==> config.mk <==
export PLATFORM = sky130hd
export DESIGN_NAME = pg_seq_ctrl
export DESIGN_NICKNAME = d
export VERILOG_FILES = /design/src/rtl/pg_seq_pkg.sv /design/src/rtl/pg_settle_timer.sv /design/src/rtl/pg_step_fsm.sv /design/src/rtl/pg_out_regs.sv /design/src/rtl/pg_seq_ctrl.sv
export SDC_FILE = /design/constraint.sdc
export NUM_CORES = 1
export LEC_CHECK = 0
export CELL_PAD_IN_SITES_DETAIL_PLACEMENT = 1
export CELL_PAD_IN_SITES_GLOBAL_PLACEMENT = 2
export CORE_AREA = 3 3 63 65
export CTS_CLUSTER_SIZE = 8
export DETAILED_ROUTE_END_ITERATION = 6
export DIE_AREA = 0 0 66 68
export GPL_TIMING_DRIVEN = 1
export PLACE_DENSITY_LB_ADDON = 0.1
export SYNTH_ARGS = -nofsm -noshare
export SYNTH_HDL_FRONTEND = slang
export SYNTH_SLANG_ARGS = --single-unit
==> constraint.sdc <==
create_clock -name clk -period 2.6 [get_ports clk]
set_input_delay 0.52 -clock clk [delete_from_list [all_inputs] [get_ports clk]]
set_output_delay 0.52 -clock clk [all_outputs]
set_load 0.01 [all_outputs]
==> src/rtl/pg_seq_pkg.sv <==
package pg_seq_pkg;

  typedef enum logic [3:0] {
    ST_ON,       // powered, clocked, idle
    ST_GATE,     // clock stopped
    ST_SAVE,     // retention save
    ST_ISO,      // outputs clamped
    ST_PDN,      // switch opened
    ST_OFF,      // gated, idle
    ST_PUP,      // switch closed, waiting for power-good
    ST_RESTORE,  // retention restore
    ST_UNISO,    // clamp released
    ST_UNGATE    // clock running again
  } pg_state_e;

  typedef struct packed {
    logic clk_en;
    logic iso_en;
    logic pwr_on;
  } pg_rails_t;

  function automatic pg_rails_t rails_of(pg_state_e s);
    pg_rails_t r;
    unique case (s)
      ST_ON, ST_UNGATE:              r = '{clk_en: 1'b1, iso_en: 1'b0, pwr_on: 1'b1};
      ST_GATE, ST_SAVE, ST_UNISO:    r = '{clk_en: 1'b0, iso_en: 1'b0, pwr_on: 1'b1};
      ST_ISO, ST_PUP, ST_RESTORE:    r = '{clk_en: 1'b0, iso_en: 1'b1, pwr_on: 1'b1};
      ST_PDN, ST_OFF:                r = '{clk_en: 1'b0, iso_en: 1'b1, pwr_on: 1'b0};
      default:                       r = '{clk_en: 1'b1, iso_en: 1'b0, pwr_on: 1'b1};
    endcase
    return r;
  endfunction

  function automatic logic is_idle(pg_state_e s);
    return (s == ST_ON) || (s == ST_OFF);
  endfunction

  function automatic logic is_entry(pg_state_e s);
    return (s == ST_GATE) || (s == ST_SAVE) || (s == ST_ISO) || (s == ST_PDN);
  endfunction

  function automatic pg_state_e step_after(pg_state_e s, logic keep);
    pg_state_e n;
    unique case (s)
      ST_GATE:    n = keep ? ST_SAVE : ST_ISO;
      ST_SAVE:    n = ST_ISO;
      ST_ISO:     n = ST_PDN;
      ST_PDN:     n = ST_OFF;
      ST_PUP:     n = keep ? ST_RESTORE : ST_UNISO;
      ST_RESTORE: n = ST_UNISO;
      ST_UNISO:   n = ST_UNGATE;
      ST_UNGATE:  n = ST_ON;
      default:    n = s;
    endcase
    return n;
  endfunction

endpackage

==> src/rtl/pg_settle_timer.sv <==
module pg_settle_timer #(
  parameter int CW = 4
) (
  input  logic          clk,
  input  logic          rst,
  input  logic          load,
  input  logic [CW-1:0] load_val,
  input  logic          tick,
  output logic          done
);

  logic [CW-1:0] cnt;

  always_ff @(posedge clk) begin
    if (rst)                      cnt <= '0;
    else if (load)                cnt <= load_val;
    else if (tick && cnt != '0)   cnt <= cnt - 1'b1;
  end

  assign done = (cnt == '0);

endmodule

==> src/rtl/pg_step_fsm.sv <==
module pg_step_fsm
  import pg_seq_pkg::*;
(
  input  logic      clk,
  input  logic      rst,
  input  logic      sleep_req,
  input  logic      wake_req,
  input  logic      ret_en,
  input  logic      pwr_good,
  input  logic      timer_done,
  output pg_state_e st,
  output pg_state_e nxt,
  output logic      timer_load,
  output logic      timer_tick
);

  logic keep_q;     // retention mode captured at sleep acceptance
  logic wake_pend;  // wake seen during entry
  logic step_over;

  // the power-up step only counts cycles in which the switch reports good
  assign timer_tick = (st == ST_PUP) ? pwr_good : 1'b1;
  assign step_over  = timer_done && timer_tick;

  always_comb begin
    nxt = st;
    unique case (st)
      ST_ON:   if (sleep_req) nxt = ST_GATE;
      ST_OFF:  if (wake_req || wake_pend) nxt = ST_PUP;
      default: if (step_over) nxt = step_after(st, keep_q);
    endcase
  end

  assign timer_load = (nxt != st);

  always_ff @(posedge clk) begin
    if (rst) begin
      st        <= ST_ON;
      keep_q    <= 1'b0;
      wake_pend <= 1'b0;
    end else begin
      st <= nxt;
      if (st == ST_ON && sleep_req) keep_q <= ret_en;
      if (nxt == ST_PUP)                       wake_pend <= 1'b0;
      else if (is_entry(st) && wake_req)       wake_pend <= 1'b1;
    end
  end

endmodule

==> src/rtl/pg_out_regs.sv <==
module pg_out_regs
  import pg_seq_pkg::*;
(
  input  logic      clk,
  input  logic      rst,
  input  pg_state_e st,
  input  pg_state_e nxt,
  output logic      clk_en,
  output logic      save_stb,
  output logic      restore_stb,
  output logic      iso_en,
  output logic      pwr_on,
  output logic      busy,
  output logic      dom_off
);

  pg_rails_t rails_n;
  assign rails_n = rails_of(nxt);

  always_ff @(posedge clk) begin
    if (rst) begin
      clk_en      <= 1'b1;
      iso_en      <= 1'b0;
      pwr_on      <= 1'b1;
      save_stb    <= 1'b0;
      restore_stb <= 1'b0;
      busy        <= 1'b0;
      dom_off     <= 1'b0;
    end else begin
      clk_en      <= rails_n.clk_en;
      iso_en      <= rails_n.iso_en;
      pwr_on      <= rails_n.pwr_on;
      save_stb    <= (nxt == ST_SAVE)    && (st != ST_SAVE);
      restore_stb <= (nxt == ST_RESTORE) && (st != ST_RESTORE);
      busy        <= !is_idle(nxt);
      dom_off     <= (nxt == ST_PDN) || (nxt == ST_OFF);
    end
  end

endmodule

==> src/rtl/pg_seq_ctrl.sv <==
module pg_seq_ctrl
  import pg_seq_pkg::*;
#(
  parameter int CW = 4
) (
  input  logic          clk,
  input  logic          rst,
  input  logic          sleep_req,
  input  logic          wake_req,
  input  logic          ret_en,
  input  logic [CW-1:0] settle_cycles,
  input  logic          pwr_good,
  output logic          clk_en,
  output logic          save_stb,
  output logic          restore_stb,
  output logic          iso_en,
  output logic          pwr_on,
  output logic          busy,
  output logic          dom_off
);

  pg_state_e st, nxt;
  logic      t_load, t_tick, t_done;

  pg_step_fsm u_fsm (
    .clk        (clk),
    .rst        (rst),
    .sleep_req  (sleep_req),
    .wake_req   (wake_req),
    .ret_en     (ret_en),
    .pwr_good   (pwr_good),
    .timer_done (t_done),
    .st         (st),
    .nxt        (nxt),
    .timer_load (t_load),
    .timer_tick (t_tick)
  );

  pg_settle_timer #(.CW(CW)) u_timer (
    .clk      (clk),
    .rst      (rst),
    .load     (t_load),
    .load_val (settle_cycles),
    .tick     (t_tick),
    .done     (t_done)
  );

  pg_out_regs u_out (
    .clk         (clk),
    .rst         (rst),
    .st          (st),
    .nxt         (nxt),
    .clk_en      (clk_en),
    .save_stb    (save_stb),
    .restore_stb (restore_stb),
    .iso_en      (iso_en),
    .pwr_on      (pwr_on),
    .busy        (busy),
    .dom_off     (dom_off)
  );

endmodule

==> out/qor.yml <==
outcome: "completed"
worst-slew-pin-transition_ns: 0.551
synth_area_leader_cell: "dfxtp_1"
postSynthAreaPerCell_um2: 8.34
relSlewSlack_pct: 63.1
fmax_mhz: 433
stdcell_count: 193
crit_fanout: 5
cts_resized: 0
synth_seq_cells: 17
cts_tree: "built"
antenna_found_initial: 0
drt-initial-drc-count: 59
core_area_um2: 3390
overflow: 0
grt_max_degree: 15
ant_nets: 0
die_area_um2: 4490
ys.warnings.count: 0
period_share_pct: 88.8
routed_wl_um: 2890
numCtsBuffers: 3
place_hpwl_um: 2170
synth_top_family_by_area: "simple AND/OR/NAND/NOR gates"
power_w: 0.00132
cts_hold_buf: 0
syn_to_final_growth_pct: 26.2
setup_violations: 0
slew_violations: 0
synth_area_um2: 1040
startpoint_type: "primary input"
ctsHtreeMaxLevel: 1
critPathKind: "primary input to flop"
grt_setup_unrepaired: "no"
skew_ns: 0.00465
viasPerCell: 5.15
grt_pass1_wl_um: 4960
syn-instance-count: 125
synth.area.mux_share_pct: 4.80
die_w_um: 66
synth_ff_type: "dfxtp_1"
end_kind: "flop"
post_cts_buffers: 0
nets: 160
post-route-util_pct: 38.8
power_density_nw_per_um2: 1000
cts.sinks: 17
num_antenna_cells: 0
hold_violations: 0
p_leak_nw: 0.518
rows: 21
io_buffers: 16
die_y_um: 68
cp.required_ns: 2.80
synth_compound_area_share_pct: 22.9
hold_path_class: "flop to flop"
synth.most_common_cell: "nor2_1"
vdd_drop_max_v: 0.000392
clock_latency_ns: 0.29
synthXorXnorAreaFrac_pct: 3.36
drc: 0
pin_count: 17
clk_pin_slew_ns: 0.11
place.gp.congestion: 0.786
drive_gt1_share_pct: 13.6
drtPass1Iterations: 4
grt_pass1_vias: 1037
yosysSeqAreaShare_pct: 32.7
place_inst: 189
crit_arrival_ns: 2.51
num_vias: 993
synthTopCellsByCount: "20 x nor2_1, 17 x dfxtp_1, 7 x nor2b_1, 6 x inv_1, 6 x nand2_1"
initial_core_util_pct: 30.7
synthAdderAreaFrac_pct: 2.40
cap_violations: 0
async_reset_ff_share_pct: 0
syn_nets: 137
yosys-top-cells-area: "dfxtp_1 33%, nor2_1 7.2%, mux2i_1 4.8%"
synth_top_area_share_pct: 32.7
synth_edf_count: 0
clk_path_buf_depth: 2
synthSimpleGateAreaFrac_pct: 28.0
track_usage_pct: 14.4
post_synth_num_cell_types: 44
cts_root_buf: "clkbuf_4"
wl_per_cell_um: 15.0
min_period_ns: 2.31
-- final timing paths --
kind	start	end	slack [ns]	cells after the start
hold reg to reg	u_fsm.wake_pend	u_fsm.wake_pend	0.58	2
hold / removal	u_fsm.wake_pend	u_fsm.wake_pend	0.58	2
setup reg to reg	u_timer.cnt[0]	u_timer.cnt[2]	0.33	8
setup / recovery	pwr_good	u_timer.cnt[2]	0.29	7
-- flip-flops by register name, summed over array words and instances (netlist names) --
signal,count
u_out.restore_stb,1
u_out.dom_off,1
u_fsm.st,4
u_fsm.keep_q,1
u_out.busy,1
u_out.save_stb,1
u_out.clk_en,1
u_fsm.wake_pend,1
u_out.pwr_on,1
u_out.iso_en,1
u_timer.cnt,4
-- worst max-delay path: stages --
cell and delay, ns:
clkdlybuf4s50_1 0.42, or3_4 0.39, o21ai_2 0.17, nor4_1 0.11, a2111oi_4 0.58, mux2i_1 0.26
nor2_1 0.06
-- per-stage QoR --
step	cell area (um^2)	TNS (ns)	worst slack (ns)	hold WS, ns
floorplan	1040	0	0.592	0.507
global placement	1290	0	0.0368	0.566
detailed placement	1290	-0.0775	-0.0467	0.566
CTS	1320	0	0.276	0.584
global route	1320	0	0.126	0.617
finish	1320	0	0.291	0.579
-- cells by family (layout without fill, tap and decap cells) --
group           after synthesis  after routing
compound gates               29             29
buf+inv                      13             35
flops                        17             17
fa+ha+maj                     2              2
xor+xnor                      4              4
simple gates                 55             55
mux                           5              5
-- power by group --
part	leakage, nW	switching (W)	internal [W]
logic	0.364	0.000409	0.000372
registers	0.139	0.0000632	0.000331
clock network	0.0150	0.0000872	0.0000597
total	0.518	0.000559	0.000762
-- placed cells by master (no fill, tap or decap), types with 2 or more instances in the layout --
cell	n
nor2_1	20
dfxtp_1	17
clkdlybuf4s50_1	16
buf_4	9
nor2b_1	7
inv_1	6
nand2_1	6
mux2i_1	5
nand3_1	4
xnor2_1	4
o21ai_0	3
nand2b_1	3
nor3_1	3
a21oi_1	3
a31oi_1	3
clkbuf_4	3
o211ai_1	2
a211oi_1	2
a21o_1	2
a311oi_1	2
a21boi_0	2
ha_1	2
-- layout make-up --
cell class              instances  area [um^2]
flip-flops and latches         17          340
clock buffers                   4         26.3
fillers                       413         2070
multi-input cells              95          641
repair buffers                 25          228
inverters                       6         22.5
well taps                      46         57.6
-- layer usage --
metal	up-vias	part of all wire, %	global-route usage (%)
met2	19	46	24.7
met4	0	0.55	4.57
met3	2	3.7	1.48
li1	492	-	-
met1	480	50	19.2
met5	-	0	0
No activity file was read; power rests on OpenSTA's default activity.
